File: src/rtl/wdog_pkg.sv
package wdog_pkg;

  localparam int WORD_W = 32;

  // register byte offsets
  localparam logic [7:0] OFS_COUNT  = 8'h00;
  localparam logic [7:0] OFS_RELOAD = 8'h04;
  localparam logic [7:0] OFS_KICK   = 8'h08;
  localparam logic [7:0] OFS_CTRL   = 8'h0C;
  localparam logic [7:0] OFS_SWRST  = 8'h24;

  // service keys
  localparam logic [15:0]       KICK_KEY  = 16'h4755;
  localparam logic [WORD_W-1:0] SWRST_KEY = 32'hAEEDF123;

  // control word fields
  localparam int CTRL_EN_BIT    = 0;
  localparam int CTRL_TSEL_BIT  = 4;
  localparam int CTRL_MODE_LSB  = 5;
  localparam int CTRL_MODE_W    = 2;

  // single-cycle events decoded from the bus
  typedef struct packed {
    logic kick;
    logic en_rise;
    logic en_fall;
    logic swrst;
  } wdog_evt_t;

endpackage

File: src/rtl/wdog_tick_gen.sv
module wdog_tick_gen #(
  parameter int DIV = 50
) (
  input  logic clk,
  input  logic rst,
  input  logic clr,
  output logic tick
);

  generate
    if (DIV <= 1) begin : g_passthru
      assign tick = 1'b1;
    end else begin : g_div
      localparam int PW = $clog2(DIV);
      localparam logic [PW-1:0] LAST = PW'(DIV - 1);
      logic [PW-1:0] pre_q;

      always_ff @(posedge clk) begin
        if (rst || clr) begin
          pre_q <= '0;
        end else if (pre_q == LAST) begin
          pre_q <= '0;
        end else begin
          pre_q <= pre_q + 1'b1;
        end
      end

      assign tick = (pre_q == LAST);

      // ticks are separated by at least one idle clock
      p_tick_gap_r5: assert property (@(posedge clk) disable iff (rst)
        (tick && !clr) |=> !tick);
    end
  endgenerate

endmodule

File: src/rtl/wdog_regs.sv
module wdog_regs
  import wdog_pkg::*;
#(
  parameter int               ADDR_W      = 8,
  parameter logic [WORD_W-1:0] RESET_COUNT = 32'h014FB180
) (
  input  logic              clk,
  input  logic              rst,
  input  logic              bus_req,
  input  logic              bus_we,
  input  logic [ADDR_W-1:0] bus_addr,
  input  logic [WORD_W-1:0] bus_wdata,
  input  logic [WORD_W-1:0] live_count,
  input  logic              clear_ctrl,
  output logic [WORD_W-1:0] reload_q,
  output logic              en_q,
  output logic              tsel_q,
  output wdog_evt_t         evt,
  output logic [WORD_W-1:0] rdata_q
);

  logic [WORD_W-1:0] ctrl_q;
  logic              aligned, wr, rd;
  logic              hit_count, hit_reload, hit_kick, hit_ctrl, hit_swrst;
  logic              ctrl_wr, reload_wr;
  logic              soc_mode;
  logic [WORD_W-1:0] rd_mux;

  assign aligned    = (bus_addr[1:0] == 2'b00);
  assign wr         = bus_req &  bus_we & aligned;
  assign rd         = bus_req & ~bus_we & aligned;

  assign hit_count  = (bus_addr == ADDR_W'(OFS_COUNT));
  assign hit_reload = (bus_addr == ADDR_W'(OFS_RELOAD));
  assign hit_kick   = (bus_addr == ADDR_W'(OFS_KICK));
  assign hit_ctrl   = (bus_addr == ADDR_W'(OFS_CTRL));
  assign hit_swrst  = (bus_addr == ADDR_W'(OFS_SWRST));

  assign ctrl_wr    = wr & hit_ctrl;
  assign reload_wr  = wr & hit_reload;
  assign soc_mode   = (ctrl_q[CTRL_MODE_LSB +: CTRL_MODE_W] == '0);

  always_comb begin
    evt.kick    = wr & hit_kick & (bus_wdata[15:0] == KICK_KEY);
    evt.en_rise = ctrl_wr &  bus_wdata[CTRL_EN_BIT] & ~ctrl_q[CTRL_EN_BIT];
    evt.en_fall = ctrl_wr & ~bus_wdata[CTRL_EN_BIT] &  ctrl_q[CTRL_EN_BIT];
    evt.swrst   = wr & hit_swrst & (bus_wdata == SWRST_KEY) & soc_mode;
  end

  always_comb begin
    rd_mux = '0;
    if (hit_count)       rd_mux = live_count;
    else if (hit_reload) rd_mux = reload_q;
    else if (hit_ctrl)   rd_mux = ctrl_q;
  end

  always_ff @(posedge clk) begin
    if (rst) begin
      reload_q <= RESET_COUNT;
      ctrl_q   <= '0;
      rdata_q  <= '0;
    end else begin
      if (reload_wr) reload_q <= bus_wdata;
      if (ctrl_wr) begin
        ctrl_q <= bus_wdata;
      end else if (clear_ctrl) begin
        ctrl_q <= '0;
      end
      rdata_q <= rd ? rd_mux : '0;
    end
  end

  assign en_q   = ctrl_q[CTRL_EN_BIT];
  assign tsel_q = ctrl_q[CTRL_TSEL_BIT];

  // reload only moves on an aligned write to its offset
  p_reload_kept_r2: assert property (@(posedge clk) disable iff (rst)
    !reload_wr |=> $stable(reload_q));

  // a memory-reset expiry leaves the control word at zero
  p_ctrl_cleared_r7: assert property (@(posedge clk) disable iff (rst)
    (clear_ctrl && !ctrl_wr) |=> (ctrl_q == '0));

endmodule

File: src/rtl/wdog_core.sv
module wdog_core
  import wdog_pkg::*;
#(
  parameter logic [WORD_W-1:0] RESET_COUNT = 32'h014FB180
) (
  input  logic              clk,
  input  logic              rst,
  input  wdog_evt_t         evt,
  input  logic [WORD_W-1:0] reload,
  input  logic              en,
  input  logic              tsel,
  input  logic              tick_slow,
  input  logic              mem_flag,
  output logic [WORD_W-1:0] count_q,
  output logic              clear_ctrl,
  output logic              rst_req_q
);

  logic running_q;
  logic step;
  logic final_tick;
  logic expire;

  assign step       = tsel ? tick_slow : 1'b1;
  assign final_tick = running_q & step & (count_q <= WORD_W'(1));
  // bus events on the same edge take precedence over the last tick
  assign expire     = final_tick & ~evt.kick & ~evt.en_fall;
  assign clear_ctrl = expire & mem_flag;

  always_ff @(posedge clk) begin
    if (rst) begin
      count_q   <= RESET_COUNT;
      running_q <= 1'b0;
      rst_req_q <= 1'b0;
    end else begin
      rst_req_q <= (expire & ~mem_flag) | evt.swrst;
      if (evt.kick) begin
        count_q   <= reload;
        running_q <= en;
      end else if (evt.en_rise) begin
        count_q   <= reload;
        running_q <= 1'b1;
      end else if (evt.en_fall) begin
        running_q <= 1'b0;
      end else if (running_q && step) begin
        if (count_q <= WORD_W'(1)) begin
          count_q   <= '0;
          running_q <= 1'b0;
        end else begin
          count_q <= count_q - 1'b1;
        end
      end
    end
  end

  // a valid key loads the reload value
  p_kick_load_r3: assert property (@(posedge clk) disable iff (rst)
    evt.kick |=> (count_q == $past(reload)));

  // a stopped counter holds its value
  p_frozen_r4: assert property (@(posedge clk) disable iff (rst)
    (!running_q && !evt.kick && !evt.en_rise) |=> $stable(count_q));

  // each tick lowers the count by one
  p_step_r5: assert property (@(posedge clk) disable iff (rst)
    (running_q && step && count_q > WORD_W'(1) && !evt.kick && !evt.en_fall)
      |=> (count_q == $past(count_q) - 1'b1));

  // a normal expiry yields the request and a halted zero count
  p_expire_pulse_r6: assert property (@(posedge clk) disable iff (rst)
    (expire && !mem_flag) |=> (rst_req_q && !running_q && count_q == '0));

  // memory-reset flag suppresses the request
  p_mem_quiet_r7: assert property (@(posedge clk) disable iff (rst)
    (expire && mem_flag && !evt.swrst) |=> (!rst_req_q && !running_q));

  // a key on the final tick edge leaves the counter running
  p_kick_wins_r9: assert property (@(posedge clk) disable iff (rst)
    (final_tick && evt.kick && en && !evt.swrst) |=> (!rst_req_q && running_q));

endmodule

File: src/rtl/wdog_countdown.sv
module wdog_countdown
  import wdog_pkg::*;
#(
  parameter int               ADDR_W      = 8,
  parameter int               SYS_CLK_HZ  = 50_000_000,
  parameter int               TICK_HZ     = 1_000_000,
  parameter logic [WORD_W-1:0] RESET_COUNT = 32'h014FB180
) (
  input  logic              clk,
  input  logic              rst,
  input  logic              bus_req,
  input  logic              bus_we,
  input  logic [ADDR_W-1:0] bus_addr,
  input  logic [31:0]       bus_wdata,
  output logic [31:0]       bus_rdata,
  input  logic              mem_rst_flag,
  output logic              rst_req
);

  localparam int DIV = (SYS_CLK_HZ / TICK_HZ < 1) ? 1 : SYS_CLK_HZ / TICK_HZ;

  wdog_evt_t         evt;
  logic [WORD_W-1:0] reload;
  logic [WORD_W-1:0] count;
  logic              en, tsel, clear_ctrl, tick_slow;

  wdog_regs #(
    .ADDR_W      (ADDR_W),
    .RESET_COUNT (RESET_COUNT)
  ) u_regs (
    .clk        (clk),
    .rst        (rst),
    .bus_req    (bus_req),
    .bus_we     (bus_we),
    .bus_addr   (bus_addr),
    .bus_wdata  (bus_wdata),
    .live_count (count),
    .clear_ctrl (clear_ctrl),
    .reload_q   (reload),
    .en_q       (en),
    .tsel_q     (tsel),
    .evt        (evt),
    .rdata_q    (bus_rdata)
  );

  wdog_tick_gen #(
    .DIV (DIV)
  ) u_tick (
    .clk  (clk),
    .rst  (rst),
    .clr  (evt.kick | evt.en_rise),
    .tick (tick_slow)
  );

  wdog_core #(
    .RESET_COUNT (RESET_COUNT)
  ) u_core (
    .clk        (clk),
    .rst        (rst),
    .evt        (evt),
    .reload     (reload),
    .en         (en),
    .tsel       (tsel),
    .tick_slow  (tick_slow),
    .mem_flag   (mem_rst_flag),
    .count_q    (count),
    .clear_ctrl (clear_ctrl),
    .rst_req_q  (rst_req)
  );

endmodule

File: config.mk
export PLATFORM = sky130hd
export DESIGN_NAME = wdog_countdown
export DESIGN_NICKNAME = d
export VERILOG_FILES = /design/src/rtl/wdog_pkg.sv /design/src/rtl/wdog_tick_gen.sv /design/src/rtl/wdog_regs.sv /design/src/rtl/wdog_core.sv /design/src/rtl/wdog_countdown.sv
export SDC_FILE = /design/constraint.sdc
export NUM_CORES = 1
export LEC_CHECK = 0
export BUFFER_PORTS_ARGS = -buffer_cell sky130_fd_sc_hd__buf_2
export CORE_MARGIN = 4
export CORE_UTILIZATION = 50
export CTS_BUF_LIST = sky130_fd_sc_hd__clkbuf_16
export CTS_CLUSTER_DIAMETER = 60
export DETAILED_ROUTE_END_ITERATION = 10
export HOLD_SLACK_MARGIN = 0.1
export PLACE_DENSITY = 0.83
export SYNTH_ARGS = -nofsm -noshare
export SYNTH_HDL_FRONTEND = slang
export SYNTH_SLANG_ARGS = --single-unit
File: constraint.sdc
create_clock -name clk -period 7.5 [get_ports clk]
set_input_delay 0.375 -clock clk [delete_from_list [all_inputs] [get_ports clk]]
set_output_delay 0.375 -clock clk [all_outputs]
set_load 0.03 [all_outputs]
==> results.py <==
metrics = {
    "global_route": {
        "grt_max_degree": 71,
        "globalRouteOverflowTotal": 0,
        "grt_use_total_pct": 26.4,
        "grt_pass1_wl_mm": 27.9,
        "grt_antenna_before_repair": 0,
        "number_of_global_route_vias_before_repair": 5660,
    },
    "final_layout": {
        "seqCellArea_um2": 2720,
        "multi_input_comb_area_um2": 2950,
        "layout_commonest_cell": "nand2_1",
        "antenna_cells_inserted": 0,
        "nFillCells": 986,
        "drive_gt1_share_pct": 17.0,
        "most-common-layout-cells": "nand2_1, dfxtp_1, buf_2",
        "final_nets": 788,
        "area_growth_pct": 20.1,
    },
    "power_and_ir_drop": {
        "power_density_nw_per_um2": 248,
        "power_frac_seq_pct": 41.7,
        "power.share.clock_pct": 55.6,
        "leakagePower_nw": 2.62,
        "power.share.switching_pct": 20.0,
        "power_switching_mw": 0.347,
        "internal-power_mw": 1.39,
        "power.ir.vdd_worst_mv": 0.224,
        "comb_power_share_pct": 2.7,
        "power.total_mw": 1.74,
    },
    "synthesis": {
        "synth-edff-count": 0,
        "yosysTopAreaCellShare_pct": 46.6,
        "synth_area_per_cell_um2": 8.57,
        "ys_async_sr_fraction_pct": 0,
        "synth_cell_type_count": 38,
        "synth_top_cells_by_area": "dfxtp_1, nand2_1, a222oi_1",
        "postSynthCellCount": 682,
        "synth.yosys.seq_area_share_pct": 46.6,
        "netlist.top_cell.by_area": "dfxtp_1",
        "postSynth.topFlopCell": "dfxtp_1",
        "ys_warn_count": 0,
        "number_of_register_bits_inferred_by_synthesis": 136,
        "syn_nets": 731,
        "post_synth_instance_area_um2": 5840,
    },
    "worst_setup_path": {
        "critical_path.reg2reg.startpoint": "u_core.count_q[17]$_SDFFE_PP1P_",
        "timing.setup.critical_path_class": "flop to flop",
        "critical_path.startpoint": "u_core.count_q[17]$_SDFFE_PP1P_",
        "start_kind": "flop",
        "worst-endpoint-required_ns": 7.81,
        "critical_path.max_fanout": 19,
        "cp-end-kind": "flop",
        "worst_ep_arrival_time_ns": 3.44,
    },
    "placement": {
        "io_buffer_count": 77,
        "dp.final_hpwl_mm": 10.9,
        "place.gp.congestion": 0.936,
    },
    "drt": {
        "dr_vias": 5654,
        "drt_iter0_drc": 684,
        "drc": 0,
        "detail_route.wl_per_cell_um": 19.4,
        "routed_wirelength_mm": 17.3,
        "ant_nets": 0,
        "route.detailed.vias_per_inst": 6.32,
        "drt_pre_antenna_iters": 8,
    },
    "sta": {
        "finalMaxSlewViolations": 0,
        "setup_viol": 0,
        "finalHoldViolations": 0,
        "post-route-period-util_pct": 41.7,
        "worst_slew_margin_rel_pct": 11.0,
        "totalNegativeSetupSlack_ns": 0,
        "unrepaired_setup_endpoints_after_global_routing": "false",
        "achievable-frequency_mhz": 320,
        "fin_worst_skew_ns": 0.00846,
        "period_minus_slack_ns": 3.12,
        "worst_pin_slew_ns": 1.33,
    },
    "clock_network": {
        "cts_sink_count": 136,
        "clk_root_buffer_cell": "clkbuf_16",
        "clk_pin_slew_worst_paths_ns": 0.06,
        "cts_tree": "built",
        "cts-htree-levels": 4,
        "cts.hold.buffers_added": 0,
        "cts_buffer_depth": 2,
        "post-cts-setup-buffers": 0,
        "clk-insertion-delay-late_ns": 0.43,
        "cts_inserted_buffers": 17,
        "post_cts_resized": 0,
    },
    "worst_hold_path": {
        "hold_path.startpoint": "bus_wdata[8]",
        "worst_hold_path_type": "primary input to flop",
    },
    "die": {
        "floorplan.die_area_um2": 13500,
        "initial_core_util_pct": 51.2,
        "die_height_um": 116,
        "boundaryPins": 78,
        "row_count": 39,
        "core_area_um2": 11400,
        "fp.dieW_um": 116,
    },
    "flow_run": {
        "drv_cap": 0,
    },
    "status": {
        "status": "finished clean",
    },
}
power groups by stage:
stage	combinational [mW]	clock [mW]	sequential, mW
2_1_floorplan	0.0184	0	0.741
5_1_grt	0.0498	1.01	0.726
3_3_place_gp	0.0440	0	0.741
6_report	0.0471	0.967	0.726
4_1_cts	0.0461	0.973	0.726
3_5_place_dp	0.0458	0	0.741
final timing paths:
path | end | slack, ns | cells after the start
max | u_regs.ctrl_q[30]$_SDFFE_PP0P_ | 4.38 | 6
min | u_regs.ctrl_q[8]$_SDFFE_PP0P_ | 0.20 | 2
max reg2reg | u_regs.ctrl_q[30]$_SDFFE_PP0P_ | 4.38 | 6
min reg2reg | u_tick.g_div.pre_q[0]$_SDFF_PP0_ | 0.47 | 1
Yosys cell counts, drive strengths merged, types with 10 or more instances:
cell    instances
nand3b         13
xor2           24
nand4b         12
nand3          43
dfxtp         136
nor2           59
nor4           17
xnor2          10
a222oi         32
nor3           13
clkbuf         46
nand2         137
a22o           32
a31oi          22
a21oi          23
cell type report:
| type | count | share of cell area [%] |
|---|---|---|
| clock buffer | 17 | 6.06 |
| clock inverter | 15 | 3.64 |
| inverter | 5 | 0.267 |
| multi-input combinational | 491 | 42.0 |
| sequential | 136 | 38.8 |
| tap | 143 | 2.55 |
| timing repair buffer | 88 | 6.67 |
layer usage:
layer / GRT usage (%) / part of all wire [%] / routed length, µm
met1: 32.3 / 40 / 6970
met2: 43.2 / 48 / 8260
met3: 6.53 / 8.8 / 1520
met4: 13.4 / 3.2 / 561
met5: 0 / 0 / 0
metrics by stage:
step	std cells	worst slack, ns	hold WS [ns]	area [µm²]	util, %
4_1_cts	895	4.41	0.189	7020	61.5
2_1_floorplan	682	5.13	0.434	5840	-
3_3_place_gp	863	4.22	0.440	6340	55.5
5_1_grt	895	4.24	0.191	7020	61.5
3_5_place_dp	863	4.20	0.456	6340	55.5
6_report	895	4.38	0.195	7020	61.5
worst max-delay path: stages (launching register included):
cell	delay (ns)
dfxtp_1	0.38
or4_4	0.58
or4_1	0.59
nor4_4	0.39
a31oi_2	0.49
buf_4	0.38
a22o_1	0.20
flip-flops by register name (all words and copies together) (netlist names):
signal and cells:
u_regs.reload_q 32, u_regs.rdata_q 32, u_core.running_q 1, u_core.rst_req_q 1, u_tick.g_div.pre_q 6, u_core.count_q 32, u_regs.ctrl_q 32
cells by family (layout without fill, tap and decap cells):
family / after synthesis / count (layout) / synth area share [%]
and+or+nand+nor: 338 / 338 / 28.5
DFF: 136 / 136 / 46.6
AOI/OAI and AO/OA: 115 / 115 / 15.3
buffers and inverters: 55 / 125 / 3.62
xor gates and xnor gates: 34 / 34 / 5.10
adders and majority gates: 4 / 4 / 0.857
No activity file was read; power rests on OpenSTA's default activity.
